===== src/rtl/sseq_pkg.sv =====
package sseq_pkg;

  typedef enum logic [3:0] {
    ST_OFF     = 4'd0,
    ST_INRUSH  = 4'd1,
    ST_SWON    = 4'd2,
    ST_BST25   = 4'd3,
    ST_BST50   = 4'd4,
    ST_BST75   = 4'd5,
    ST_NORMAL  = 4'd6,
    ST_WAITUV  = 4'd7,
    ST_WAITOV  = 4'd8,
    ST_WAITOT  = 4'd9
  } seqState_t;

  typedef enum logic [1:0] {
    TM_INRUSH = 2'd0,
    TM_SWON   = 2'd1,
    TM_BOOST  = 2'd2
  } tmSel_t;

  // strobes from control to the stage timer
  typedef struct packed {
    logic   clr;
    logic   run;
    tmSel_t sel;
  } tmStrobe_t;

  typedef struct packed {
    logic uv;
    logic supplyOk;
    logic oc;
    logic ov;
    logic outBelow;
    logic ot;
    logic tempBelow;
  } faultIn_t;

endpackage


===== src/rtl/sseq_timer.sv =====
module sseq_timer
  import sseq_pkg::*;
#(
  parameter int INRUSH_TICKS = 2048,
  parameter int SWITCH_TICKS = 128,
  parameter int BOOST_TICKS  = 2048
) (
  input  logic      clk,
  input  logic      rstN,
  input  logic      tick,
  input  tmStrobe_t strobe,
  output logic      expire
);

  localparam int MAX_TICKS = (INRUSH_TICKS > BOOST_TICKS)
                           ? ((INRUSH_TICKS > SWITCH_TICKS) ? INRUSH_TICKS : SWITCH_TICKS)
                           : ((BOOST_TICKS > SWITCH_TICKS) ? BOOST_TICKS : SWITCH_TICKS);
  localparam int CNT_W = $clog2(MAX_TICKS + 1);

  logic [CNT_W-1:0] cnt;
  logic [CNT_W-1:0] lastVal;

  always_comb begin
    case (strobe.sel)
      TM_INRUSH: lastVal = CNT_W'(INRUSH_TICKS - 1);
      TM_SWON:   lastVal = CNT_W'(SWITCH_TICKS - 1);
      TM_BOOST:  lastVal = CNT_W'(BOOST_TICKS - 1);
      default:   lastVal = '0;
    endcase
  end

  assign expire = strobe.run && tick && (cnt == lastVal);

  always_ff @(posedge clk or negedge rstN) begin
    if (!rstN) begin
      cnt <= '0;
    end else if (strobe.clr) begin
      cnt <= '0;
    end else if (strobe.run && tick) begin
      cnt <= cnt + CNT_W'(1);
    end
  end

  // without a tick the stage count must not move
  assert_tick_gate_R4: assert property (@(posedge clk) disable iff (!rstN)
    (!strobe.clr && !tick) |=> $stable(cnt));

  // a running count never passes the end of its stage
  assert_count_bound_R3: assert property (@(posedge clk) disable iff (!rstN)
    strobe.run |-> (cnt <= lastVal));

endmodule


===== src/rtl/sseq_ctrl.sv =====
module sseq_ctrl
  import sseq_pkg::*;
(
  input  logic       clk,
  input  logic       rstN,
  input  logic       enableN,
  input  faultIn_t   fIn,
  input  logic       expire,
  output tmStrobe_t  strobe,
  output logic       inrushEn,
  output logic       switchOn,
  output logic       lxEn,
  output logic [1:0] limitCode
);

  seqState_t curState, nxtState;

  function automatic seqState_t stepAhead(seqState_t s);
    case (s)
      ST_INRUSH: return ST_SWON;
      ST_SWON:   return ST_BST25;
      ST_BST25:  return ST_BST50;
      ST_BST50:  return ST_BST75;
      ST_BST75:  return ST_NORMAL;
      default:   return s;
    endcase
  endfunction

  always_comb begin
    nxtState = curState;
    if (enableN) begin
      nxtState = ST_OFF;
    end else if (curState == ST_OFF) begin
      nxtState = ST_INRUSH;
    end else if (fIn.uv) begin
      nxtState = ST_WAITUV;
    end else begin
      case (curState)
        ST_WAITUV: if (fIn.supplyOk)  nxtState = ST_INRUSH;
        ST_WAITOV: if (fIn.outBelow)  nxtState = ST_INRUSH;
        ST_WAITOT: if (fIn.tempBelow) nxtState = ST_INRUSH;
        default: begin
          if (fIn.ot)                                nxtState = ST_WAITOT;
          else if (fIn.ov)                           nxtState = ST_WAITOV;
          else if (fIn.oc && curState != ST_INRUSH)  nxtState = ST_INRUSH;
          else if (expire)                           nxtState = stepAhead(curState);
        end
      endcase
    end
  end

  always_ff @(posedge clk or negedge rstN) begin
    if (!rstN) curState <= ST_OFF;
    else       curState <= nxtState;
  end

  // timer strobes
  always_comb begin
    strobe.clr = (nxtState != curState);
    strobe.run = (curState >= ST_INRUSH) && (curState <= ST_BST75);
    case (curState)
      ST_INRUSH: strobe.sel = TM_INRUSH;
      ST_SWON:   strobe.sel = TM_SWON;
      default:   strobe.sel = TM_BOOST;
    endcase
  end

  // output decode
  always_comb begin
    inrushEn  = (curState == ST_INRUSH);
    switchOn  = (curState >= ST_SWON) && (curState <= ST_NORMAL);
    lxEn      = (curState >= ST_BST25) && (curState <= ST_NORMAL);
    case (curState)
      ST_BST50:  limitCode = 2'b01;
      ST_BST75:  limitCode = 2'b10;
      ST_NORMAL: limitCode = 2'b11;
      default:   limitCode = 2'b00;
    endcase
  end

  assert_disable_off_R1: assert property (@(posedge clk) disable iff (!rstN)
    enableN |=> (curState == ST_OFF));

  assert_lx_after_switch_R2: assert property (@(posedge clk) disable iff (!rstN)
    $rose(lxEn) |-> ($past(curState) == ST_SWON));

  assert_uv_off_R6: assert property (@(posedge clk) disable iff (!rstN)
    (!enableN && curState != ST_OFF && fIn.uv) |=> (curState == ST_WAITUV));

  assert_oc_restart_R7: assert property (@(posedge clk) disable iff (!rstN)
    (!enableN && !fIn.uv && !fIn.ot && !fIn.ov && fIn.oc &&
     curState >= ST_SWON && curState <= ST_NORMAL) |=> (curState == ST_INRUSH));

  assert_inrush_oc_masked_R8: assert property (@(posedge clk) disable iff (!rstN)
    (curState == ST_INRUSH && !enableN && !fIn.uv && !fIn.ot && !fIn.ov && !expire)
    |=> (curState == ST_INRUSH));

  assert_ov_wait_R9: assert property (@(posedge clk) disable iff (!rstN)
    (curState == ST_WAITOV && !enableN && !fIn.uv && !fIn.outBelow)
    |=> (curState == ST_WAITOV));

  assert_ot_wait_R10: assert property (@(posedge clk) disable iff (!rstN)
    (curState == ST_WAITOT && !enableN && !fIn.uv && !fIn.tempBelow)
    |=> (curState == ST_WAITOT));

  assert_ot_over_ov_R11: assert property (@(posedge clk) disable iff (!rstN)
    (!enableN && !fIn.uv && fIn.ot && fIn.ov &&
     curState >= ST_INRUSH && curState <= ST_NORMAL) |=> (curState == ST_WAITOT));

endmodule


===== src/rtl/softstart_sequencer.sv =====
module softstart_sequencer
  import sseq_pkg::*;
#(
  parameter int INRUSH_TICKS = 2048,
  parameter int SWITCH_TICKS = 128,
  parameter int BOOST_TICKS  = 2048
) (
  input  logic       clk,
  input  logic       rstN,
  input  logic       enableN,
  input  logic       tick,
  input  logic       uvFault,
  input  logic       supplyOk,
  input  logic       ocFault,
  input  logic       ovFault,
  input  logic       outBelow,
  input  logic       otFault,
  input  logic       tempBelow,
  output logic       inrushEn,
  output logic       switchOn,
  output logic       lxEn,
  output logic [1:0] limitCode
);

  faultIn_t  fIn;
  tmStrobe_t strobe;
  logic      expire;

  assign fIn.uv        = uvFault;
  assign fIn.supplyOk  = supplyOk;
  assign fIn.oc        = ocFault;
  assign fIn.ov        = ovFault;
  assign fIn.outBelow  = outBelow;
  assign fIn.ot        = otFault;
  assign fIn.tempBelow = tempBelow;

  sseq_ctrl u_ctrl (
    .clk       (clk),
    .rstN      (rstN),
    .enableN   (enableN),
    .fIn       (fIn),
    .expire    (expire),
    .strobe    (strobe),
    .inrushEn  (inrushEn),
    .switchOn  (switchOn),
    .lxEn      (lxEn),
    .limitCode (limitCode)
  );

  sseq_timer #(
    .INRUSH_TICKS (INRUSH_TICKS),
    .SWITCH_TICKS (SWITCH_TICKS),
    .BOOST_TICKS  (BOOST_TICKS)
  ) u_timer (
    .clk    (clk),
    .rstN   (rstN),
    .tick   (tick),
    .strobe (strobe),
    .expire (expire)
  );

endmodule


===== config.mk =====
export PLATFORM = sky130hd
export DESIGN_NAME = softstart_sequencer
export DESIGN_NICKNAME = d
export VERILOG_FILES = /design/src/rtl/sseq_pkg.sv /design/src/rtl/sseq_timer.sv /design/src/rtl/sseq_ctrl.sv /design/src/rtl/softstart_sequencer.sv
export SDC_FILE = /design/constraint.sdc
export NUM_CORES = 1
export LEC_CHECK = 0
export BUFFER_PORTS_ARGS = -buffer_cell sky130_fd_sc_hd__buf_2
export CORE_MARGIN = 2
export CORE_UTILIZATION = 25
export CTS_BUF_LIST = sky130_fd_sc_hd__clkbuf_4
export CTS_CLUSTER_DIAMETER = 40
export DETAILED_ROUTE_END_ITERATION = 16
export GPL_TIMING_DRIVEN = 1
export MAX_ROUTING_LAYER = met4
export PLACE_DENSITY = 0.44
export SLEW_MARGIN = 10
export SYNTH_ARGS = -nofsm -noshare
export SYNTH_HDL_FRONTEND = slang
export SYNTH_HIERARCHICAL = 1
export SYNTH_SLANG_ARGS = --single-unit

===== constraint.sdc =====
create_clock -name clk -period 3.7 [get_ports clk]
set_input_delay 0.74 -clock clk [delete_from_list [all_inputs] [get_ports clk]]
set_output_delay 0.74 -clock clk [all_outputs]
set_load 0.05 [all_outputs]

; ---- Yosys cells after proc, flatten, opt, wreduce, memory -nomap -nowiden
; Index checks and enable logic that the tools add are counted.
[op_classes]
order_cmp = 5
n_eq_ne = 14
shift = 0
mul = 0
add_sub_neg = 1
mux = 17
bitwise_logic = 0
div = 0
n_reduce_logical = 10
[ops]
columns = cell, count
row1 = 4-bit 2-to-1 mux, 10
row2 = 12-bit 2-to-1 mux, 2
row3 = 11-bit one-hot mux with 2 select lines, 1
row4 = 4-bit one-hot mux with 5 select lines, 1
row5 = 4-bit by 3-bit equality test with 1-bit output (second input constant), 4
row6 = 12-bit by 1-bit adder with 12-bit output (second input constant), 1
row7 = 12-bit by 11-bit equality test with 1-bit output, 1
row8 = 4-bit one-hot mux with 3 select lines, 1
row9 = 4-bit by 2-bit equality test with 1-bit output (second input constant), 2
row10 = 4-bit equality test (second input constant), 2
row11 = 4-bit by 2-bit greater-or-equal comparator with 1-bit output (second input constant), 2
row12 = 4-bit by 3-bit less-or-equal comparator with 1-bit output (second input constant), 2
row13 = 1-bit logical AND, 6
row14 = 2-bit one-hot mux with 3 select lines, 1
row15 = 4-bit by 1-bit equality test with 1-bit output (second input constant), 1
row16 = 4-bit by 1-bit greater-or-equal comparator with 1-bit output (second input constant), 1
row17 = 4-bit zero test, 1
row18 = 4-bit by 1-bit != test with 1-bit output (second input constant), 1
row19 = 4-bit != test, 1
row20 = 2-bit one-hot mux with 2 select lines, 1
row21 = 2-bit by 1-bit equality test with 1-bit output (second input constant), 1
row22 = 2-bit equality test (second input constant), 1
row23 = 2-bit zero test, 1
row24 = 2-bit nonzero test, 1
row25 = 2-bit OR reduction, 1
[word_totals]
latch_bits = 0
out_inout_bits = 5
register_bits = 16
memories = 0
rom_bits = 0
ram_bits = 0
in_bits = 11

; ---- Longest topological paths before layout
; Gate-level depths: netlist (run 1).
[depth]
word_depth = 17
depth_mapped = 15

; ---- By module
; Netlist (run 1), hierarchy kept.
[modules_own_cells]
columns = module, cells_per_inst, n_inst, area_per_inst_um2
row1 = sseq_timer, 70, 1, 683.2
row2 = sseq_ctrl, 80, 1, 614.3

; ---- Worst setup path before layout (run 1)
; OpenSTA, ideal clock, no wires.
[synth_path]
kind = reg-to-reg
start = register u_ctrl.curState[1]
end = register u_timer.cnt[0]
setup_ps = 132
path_stages_with_launch = 13
n_path_buf = 3
slack_ps = 309
synth_period_minus_slack_ps = 3391
arrival_time_ps = 3259
required_time_ps = 3568
cell_sequence = dfrtp_1 -> buf_4 -> clkbuf_1 -> nor4b_1 -> mux2_4 -> a2111oi_4 -> and3b_1 -> mux2_2 -> a221oi_1 -> nor4_1 -> nand4b_1 -> clkbuf_1 -> nor2_1
[synth_rtl]
columns = item, line
row1 = "start, declared", sseq_ctrl.sv:16  ; seqState_t curState, nxtState;
row2 = "start signal, assigned", sseq_ctrl.sv:54  ; else curState <= nxtState;
row3 = "end signal, assigned", sseq_timer.sv:40  ; cnt <= cnt + CNT_W'(1);
row4 = "end, declared", sseq_timer.sv:20  ; logic [CNT_W-1:0] cnt;

==> results.rst, run 1 <==
.. list-table::
   :header-rows: 1

   * - Metric
     - Value
   * - Run status
     - finished, final reports clean
   * - Share of the synthesized area in the top cell type
     - 30.9%
   * - Ranking of synthesized cells by area
     - sky130_fd_sc_hd__dfrtp_1 31%, sky130_fd_sc_hd__a21oi_1 5.0%, sky130_fd_sc_hd__mux2_2 3.5%
   * - Number of warnings reported in the yosys synthesis log
     - 6
   * - Die boundary height
     - 76.0 µm
   * - Post-synth top cells
     - 16 x sky130_fd_sc_hd__dfrtp_1, 13 x sky130_fd_sc_hd__a21oi_1, 11 x sky130_fd_sc_hd__nor2_1
   * - Library cell with the highest instance count after synthesis
     - sky130_fd_sc_hd__dfrtp_1
   * - Initial Utilization
     - between 20 and 30%
   * - Final sum of negative setup slack
     - 0 ns
   * - Worst voltage drop across the vdd grid
     - 0.193 mV
   * - Initial DRC Count
     - between 40 and 50
   * - Number of vias per cell after detailed routing
     - 5.15
   * - Sequence of cells on the critical path
     - buf_4 -> or3_1 -> a211o_1 -> a2111oi_4 -> and3b_1 -> mux2_2 -> a221oi_1 -> nor4_1 -> nand4b_1 -> nor2_1 -> mux2_2
   * - Predominant post-synthesis flop cell
     - sky130_fd_sc_hd__dfrtp_1
   * - Clock tree from TritonCTS
     - yes
   * - Critical Path AT
     - around 3.6 ns
   * - Min cycle time layout
     - 3.40 ns
   * - Layout Nets
     - between 150 and 200
   * - Critical path buffers and inverters
     - 1
   * - Sw Share
     - 36.9%
   * - Internal power
     - 272 µW
   * - Count of clock tree sinks
     - 16
   * - Ratio of cells with drive above 1 in the final layout
     - around a quarter
   * - Std-Cell Rows
     - 26
   * - Total Routed Length
     - 3460 µm
   * - Postcts setup bufs
     - 0
   * - Boundary pin count
     - 16
   * - Post-DP HPWL
     - 2590 µm
   * - CTS root buf
     - sky130_fd_sc_hd__clkbuf_4
   * - Unique masters post-synth
     - 50
   * - FMAX
     - 0.294 GHz
   * - Number of endpoints with negative hold slack in the final report
     - 0
   * - Routed via count
     - approximately 1200
   * - Number of buffers added on ports
     - 15
   * - Number of diodes
     - 0
   * - Remaining DRCs
     - 0
   * - Gate count after technology mapping
     - 150
   * - Layout filler cell count
     - 541
   * - Critical path start-end classification
     - reg2reg
   * - Total instance count after detailed placement
     - 234
   * - First-pass GRT wire length
     - roughly 5900 µm
   * - Number of iterations in the first detailed-routing pass
     - 4
   * - Actual slew at the worst max-slew pin
     - roughly 0.51 ns
   * - Final Max Tran Viols
     - 0
   * - Crit-path max FO
     - 18
   * - Maximum clock insertion buffer count
     - 2
   * - Vias in the first global route
     - 1199
   * - Power per cell area
     - around 290 nW/µm²
   * - Total number of H-tree levels
     - 1
   * - Die outline width
     - 76.0 µm
   * - Layout overhead on the synthesized area
     - 16.2%
   * - Die Area
     - 5780 µm²
   * - Worst hold path class
     - in2async
   * - Antenna violations before repair
     - 0
   * - Number of synthesized flops with an enable pin
     - 0
   * - Gate family responsible for the most delay along the worst path
     - simple AND/OR/NAND/NOR gates
   * - Leakage component of the power
     - around 0.58 nW
   * - Total gr overflow
     - 0
   * - Total clock buffers created by CTS
     - 3
   * - Synth Area per Inst
     - 8.65 µm²
   * - Part of the Yosys area used for sequential elements
     - 30.9%
   * - Clock slew at reported path FFs
     - 0.09 ns
   * - Reported max-cap violation count
     - 0
   * - Worst-path cell with the longest stage delay
     - sky130_fd_sc_hd__dfrtp_1
   * - Final setup vio count
     - 0
   * - Avg WL per Cell
     - 14.6 µm
   * - Post-synth net total
     - 162
   * - Gpl congestion
     - 0.897
   * - Worst-case register-to-register setup slack
     - 0.30 ns
   * - Most frequent CP cell
     - sky130_fd_sc_hd__mux2_2
   * - Sort of element at the end of the critical path
     - flip-flop
   * - Largest area contributor in the netlist
     - sky130_fd_sc_hd__dfrtp_1
   * - Setup crit start kind
     - flip-flop
   * - Clock group share of total power
     - just over 20%
   * - Non-filler instance count after layout
     - ~240
   * - Ys async rst share
     - 100%
   * - Post-CTS Hold Buffers
     - 0
   * - Post-Route Skew
     - a little under 0.008 ns
   * - Cells resized by post-CTS repair
     - 0
   * - Reported net switching power
     - 159 µW
   * - Worst slew margin
     - 65.7%
   * - Insertion delay to the later sink of the worst-skew pair
     - 0.28 ns
   * - Final critical-path share of the clock period
     - 91.8%
   * - Stages on the worst setup path
     - 11
   * - Maximum number of pins on one net before global-route repair
     - 19
   * - Post-detailed-route count of antenna-violating nets
     - 0
   * - Area of the core
     - between 5000 and 6000 µm²
   * - Sequential share of power
     - a little over two fifths
   * - Register-to-Register Path Depth
     - 11
   * - Critical Path Max Stage Delay
     - 0.40 ns
   * - RSZ-0062 raised after global routing
     - false
   * - Req. time, crit path
     - 3.86 ns
   * - Share of total power in combinational logic
     - 36.2%
   * - Global routing usage summed across all routing layers
     - 12.7%
   * - Total standard cell area after synthesis
     - approximately 1300 µm²
   * - Post-synthesis sequential element count
     - 16
placed cells by master (no fill, tap or decap), drive strengths merged, types with 5 or more instances in the layout:
cell,count
buf,22
o21ai,7
nor3,5
nand2,9
nor4,6
mux2,5
nand3,5
nand2b,6
or4,7
nor2,12
a21oi,13
dfrtp,16
state kept, by name, indices dropped and copies added, names as in the netlist:
signal	flops
u_timer/cnt	12
u_ctrl/curState	4
cell type report:
| cell class | count | area [µm²] | share of cell area (%) |
|---|---|---|---|
| multi-input combinational | 123 | 858 | 56.9 |
| clock buffer | 3 | 22.5 | 1.49 |
| sequential | 16 | 400 | 26.6 |
| tap | 70 | 87.6 | 5.81 |
| inverter | 3 | 11.3 | 0.747 |
| timing repair buffer | 22 | 128 | 8.46 |
per-layer routing:
layer  GRT usage (%)  share of wire, %
met1            15.3                45
met2            22.4                52
met3            2.01               2.5
met4            2.73              0.69
met5               -                 0
metrics by stage:
| stage | utilization, % | total power [mW] | worst slack (ns) | hold WS [ns] | cell area, µm² |
|---|---|---|---|---|---|
| 2_1_floorplan | - | 0.295 | 0.309 | 0.444 | 1300 |
| 3_3_place_gp | 29.3 | 0.341 | 0.374 | 0.553 | 1480 |
| 3_5_place_dp | 29.3 | 0.343 | 0.314 | 0.568 | 1480 |
| 4_1_cts | 29.7 | 0.434 | 0.279 | 0.371 | 1500 |
| 5_1_grt | 29.9 | 0.458 | 0.0758 | 0.382 | 1510 |
| 6_report | 29.9 | 0.431 | 0.302 | 0.365 | 1510 |
power by group through the flow:
stage          Clock, mW  Sequential [mW]  Combinational [mW]
2_1_floorplan          0            0.188               0.107
4_1_cts           0.0933            0.185               0.155
3_5_place_dp           0            0.189               0.154
3_3_place_gp           0            0.189               0.152
6_report          0.0886            0.186               0.156
5_1_grt            0.100            0.188               0.170
cells by family after synthesis:
kind of cell,after synthesis,synth area share (%)
buffers and inverters,11,3.76
AO/OA/AOI/OAI,36,19.6
XOR/XNOR,5,3.37
AND/OR/NAND/NOR,75,36.1
adder cells (fa/ha/maj),1,0.964
multiplexers,6,5.40
flip-flops,16,30.9
final timing paths:
path,end,startpoint
max reg2reg,u_timer/cnt[9]$_DFFE_PN0P_,u_ctrl/curState[2]$_DFF_PN0_
min in group clk,u_timer/cnt[10]$_DFFE_PN0P_,u_timer/cnt[10]$_DFFE_PN0P_
min reg2reg,u_timer/cnt[10]$_DFFE_PN0P_,u_timer/cnt[10]$_DFFE_PN0P_
max in group asynchronous,u_timer/cnt[10]$_DFFE_PN0P_,rstN
max,u_timer/cnt[9]$_DFFE_PN0P_,u_ctrl/curState[2]$_DFF_PN0_
min,u_timer/cnt[1]$_DFFE_PN0P_,rstN
(Power assumes the default switching activity.)
==> run 2: changes to the inputs <==
BUFFER_PORTS_ARGS = -buffer_cell sky130_fd_sc_hd__buf_4   (was -buffer_cell sky130_fd_sc_hd__buf_2)
CORE_UTILIZATION = 30   (was 25)
PLACE_DENSITY = 0.5   (was 0.44)
==> results.rst, run 2 (synthesis results as in run 1) <==
.. list-table::
   :header-rows: 1

   * - Metric
     - Value
   * - Remaining DRCs
     - 0 (unchanged)
   * - Run status
     - finished, final reports clean
   * - Crit-path max FO
     - 12 (-6)
   * - Post-CTS Hold Buffers
     - 0 (unchanged)
   * - Req. time, crit path
     - 3.88 ns (+0.02 ns)
   * - Critical path start-end classification
     - reg2reg
   * - Number of buffers added on ports
     - 15 (unchanged)
   * - Critical Path Max Stage Delay
     - 0.52 ns (+0.12 ns)
   * - Final critical-path share of the clock period
     - 87.8% (-4.1 points)
   * - Boundary pin count
     - 16 (unchanged)
   * - Power per cell area
     - 293 nW/µm² (+2.6%)
   * - Sort of element at the end of the critical path
     - flip-flop
   * - Leakage component of the power
     - 0.595 nW (+1.7%)
   * - Global routing usage summed across all routing layers
     - 13.5% (+0.78 points)
   * - Worst slew margin
     - 67.7% (+2.0 points)
   * - Largest register by flop count
     - u_timer/cnt
   * - Cells resized by post-CTS repair
     - 0 (unchanged)
   * - Antenna violations before repair
     - 0 (unchanged)
   * - Vias in the first global route
     - 1161 (-3.2%)
   * - Launch instance of the worst register-to-register path
     - u_ctrl/curState[3]$_DFF_PN0_
   * - Post-Route Skew
     - 0.00303 ns (-0.00468 ns)
   * - Sw Share
     - 37.2% (+0.28 points)
   * - Postcts setup bufs
     - 0 (unchanged)
   * - Number of endpoints with negative hold slack in the final report
     - 0 (unchanged)
   * - Count of clock tree sinks
     - 16 (unchanged)
   * - Total gr overflow
     - 0 (unchanged)
   * - Top Registers
     - u_timer/cnt x12, u_ctrl/curState x4
   * - Total clock buffers created by CTS
     - 3 (unchanged)
   * - Die outline width
     - 69.8 µm (-8.3%)
   * - Cell area after layout
     - 1510 µm² (+0.41%)
   * - Placed Instance Area
     - 1490 µm² (+0.85%)
   * - Worst-path cell with the longest stage delay
     - sky130_fd_sc_hd__dfrtp_1
   * - Total Routed Length
     - 3150 µm (-8.9%)
   * - Insertion delay to the later sink of the worst-skew pair
     - 0.29 ns (about the same)
   * - Critical Path AT
     - 3.43 ns (-0.13 ns)
   * - Number of flip-flops in the largest register
     - 12 (unchanged)
   * - Worst voltage drop across the vdd grid
     - 0.0966 mV (-50%)
   * - Final Worst Setup Slack
     - 0.453 ns (+0.151 ns)
   * - Clock slew at reported path FFs
     - 0.11 ns (+0.02 ns)
   * - Final sum of negative setup slack
     - 0 ns (unchanged)
   * - Final setup vio count
     - 0 (unchanged)
   * - Maximum number of pins on one net before global-route repair
     - 17 (-2)
   * - Initial Utilization
     - 31.8% (+6.0 points)
   * - Initial DRC Count
     - 93 (+90%)
   * - Area of the core
     - 4090 µm² (-19%)
   * - Routed via count
     - 1209 (-0.98%)
   * - Layout overhead on the synthesized area
     - 16.7%
   * - Area of all sequential standard cells
     - 400 µm² (unchanged)
   * - Stages on the worst setup path
     - 11 (unchanged)
   * - Final Max Tran Viols
     - 0 (unchanged)
   * - Sequential share of power
     - 42.6% (-0.6 points)
   * - Number of diodes
     - 0 (unchanged)
   * - Reported net switching power
     - 165 µW (+3.8%)
   * - Clock group share of total power
     - 22.5% (+1.9 points)
   * - Gpl congestion
     - 0.848 (-5.5%)
   * - Die Area
     - 4870 µm² (-16%)
   * - Post-DP HPWL
     - 2350 µm (-9.4%)
   * - Layout Nets
     - 181 (unchanged)
   * - Setup crit start kind
     - flip-flop
   * - Sequence of cells on the critical path
     - nor4b_1 -> buf_4 -> mux2_4 -> a2111oi_4 -> and3b_1 -> mux2_2 -> a221oi_1 -> nor4_1 -> nand4b_1 -> nor2_1 -> mux2_2
   * - Gate family responsible for the most delay along the worst path
     - multiplexers
   * - Internal power
     - 279 µW (+2.5%)
   * - Number of iterations in the first detailed-routing pass
     - 4 (unchanged)
   * - Pre-CTS WS
     - 0.468 ns (+0.154 ns)
   * - Number of vias per cell after detailed routing
     - 5.55 (+7.6%)
   * - CTS root buf
     - sky130_fd_sc_hd__clkbuf_4
   * - Worst hold path class
     - in2async
   * - Post-detailed-route count of antenna-violating nets
     - 0 (unchanged)
   * - Maximum clock insertion buffer count
     - 2 (unchanged)
   * - Reported max-cap violation count
     - 0 (unchanged)
   * - Register-to-Register Path Depth
     - 11 (unchanged)
   * - Critical path buffers and inverters
     - 1 (unchanged)
   * - Die boundary height
     - 69.8 µm (-8.3%)
   * - Min cycle time layout
     - 3.25 ns (-0.151 ns)
   * - Worst flop-to-flop path endpoint
     - u_timer/cnt[11]$_DFFE_PN0P_
   * - Share of total power in combinational logic
     - 34.9% (-1.3 points)
   * - Total number of H-tree levels
     - 1 (unchanged)
   * - Layout filler cell count
     - 427 (-21%)
   * - Area used by multi-input combinational logic
     - 848 µm² (-1.2%)
   * - Clock tree from TritonCTS
     - yes
   * - Std-Cell Rows
     - 23 (-12%)
   * - Most frequent CP cell
     - sky130_fd_sc_hd__mux2_2
   * - Power after layout
     - 444 µW (+3.0%)
   * - Ratio of cells with drive above 1 in the final layout
     - 25.0% (-1.3 points)
   * - First-pass GRT wire length
     - 5260 µm (-11%)
   * - Actual slew at the worst max-slew pin
     - 0.480 ns (-0.0296 ns)
   * - Worst-case register-to-register setup slack
     - 0.45 ns (+0.15 ns)
   * - Leading cell types in the layout, fill and taps excluded
     - 22 x sky130_fd_sc_hd__buf_4, 16 x sky130_fd_sc_hd__dfrtp_1, 13 x sky130_fd_sc_hd__a21oi_1
   * - FMAX
     - 0.308 GHz (+4.6%)
   * - Avg WL per Cell
     - 14.4 µm (-1.0%)
   * - RSZ-0062 raised after global routing
     - false
   * - Most common library cell in the layout ignoring fill and taps
     - sky130_fd_sc_hd__buf_4
==> run 2: layout make-up <==
| class | count | share of cell area [%] |
|---|---|---|
| multi-input combinational | 123 | 56.0 |
| sequential | 16 | 26.4 |
| timing repair buffer | 22 | 10.9 |
| tap | 50 | 4.13 |
| clock buffer | 3 | 1.49 |
| inverter | 3 | 0.744 |
| clock inverter | 1 | 0.248 |
==> run 2: how the worst max path moves through the flow <==
stage                                             from                          end  slack [ns]
after floorplan           u_ctrl/curState[1]$_DFF_PN0_   u_timer/cnt[0]$_DFFE_PN0P_        0.31
after global placement    u_ctrl/curState[3]$_DFF_PN0_  u_timer/cnt[11]$_DFFE_PN0P_        0.52
after detailed placement  u_ctrl/curState[3]$_DFF_PN0_   u_timer/cnt[9]$_DFFE_PN0P_        0.47
after global routing      u_ctrl/curState[3]$_DFF_PN0_  u_timer/cnt[11]$_DFFE_PN0P_        0.22
after CTS                 u_ctrl/curState[3]$_DFF_PN0_   u_timer/cnt[9]$_DFFE_PN0P_        0.45
final                     u_ctrl/curState[3]$_DFF_PN0_  u_timer/cnt[11]$_DFFE_PN0P_        0.45
==> run 2: per-layer routing <==
layer / GRT usage [%] / part of all wire (%)
met5: - / 0
met3: 2.91 / 2.9
met4: 4.27 / 0.57
met2: 19.8 / 47
met1: 18.4 / 50
==> run 2: metrics by stage <==
step / util, % / hold slack [ns] / cells
final: 37.0 / 0.294 / 218
after global routing: 37.0 / 0.288 / 218
after CTS: 37.0 / 0.297 / 218
after detailed placement: 36.4 / 0.565 / 214
after global placement: 36.4 / 0.557 / 214
after floorplan: - / 0.444 / 150
==> run 2: power groups by stage <==
stage               registers (mW)  logic [mW]  clock network (mW)
global placement             0.192       0.154                   0
detailed placement           0.192       0.155                   0
CTS                          0.189       0.156               0.103
floorplan                    0.188       0.107                   0
finish                       0.189       0.155              0.0998
global route                 0.190       0.169               0.113
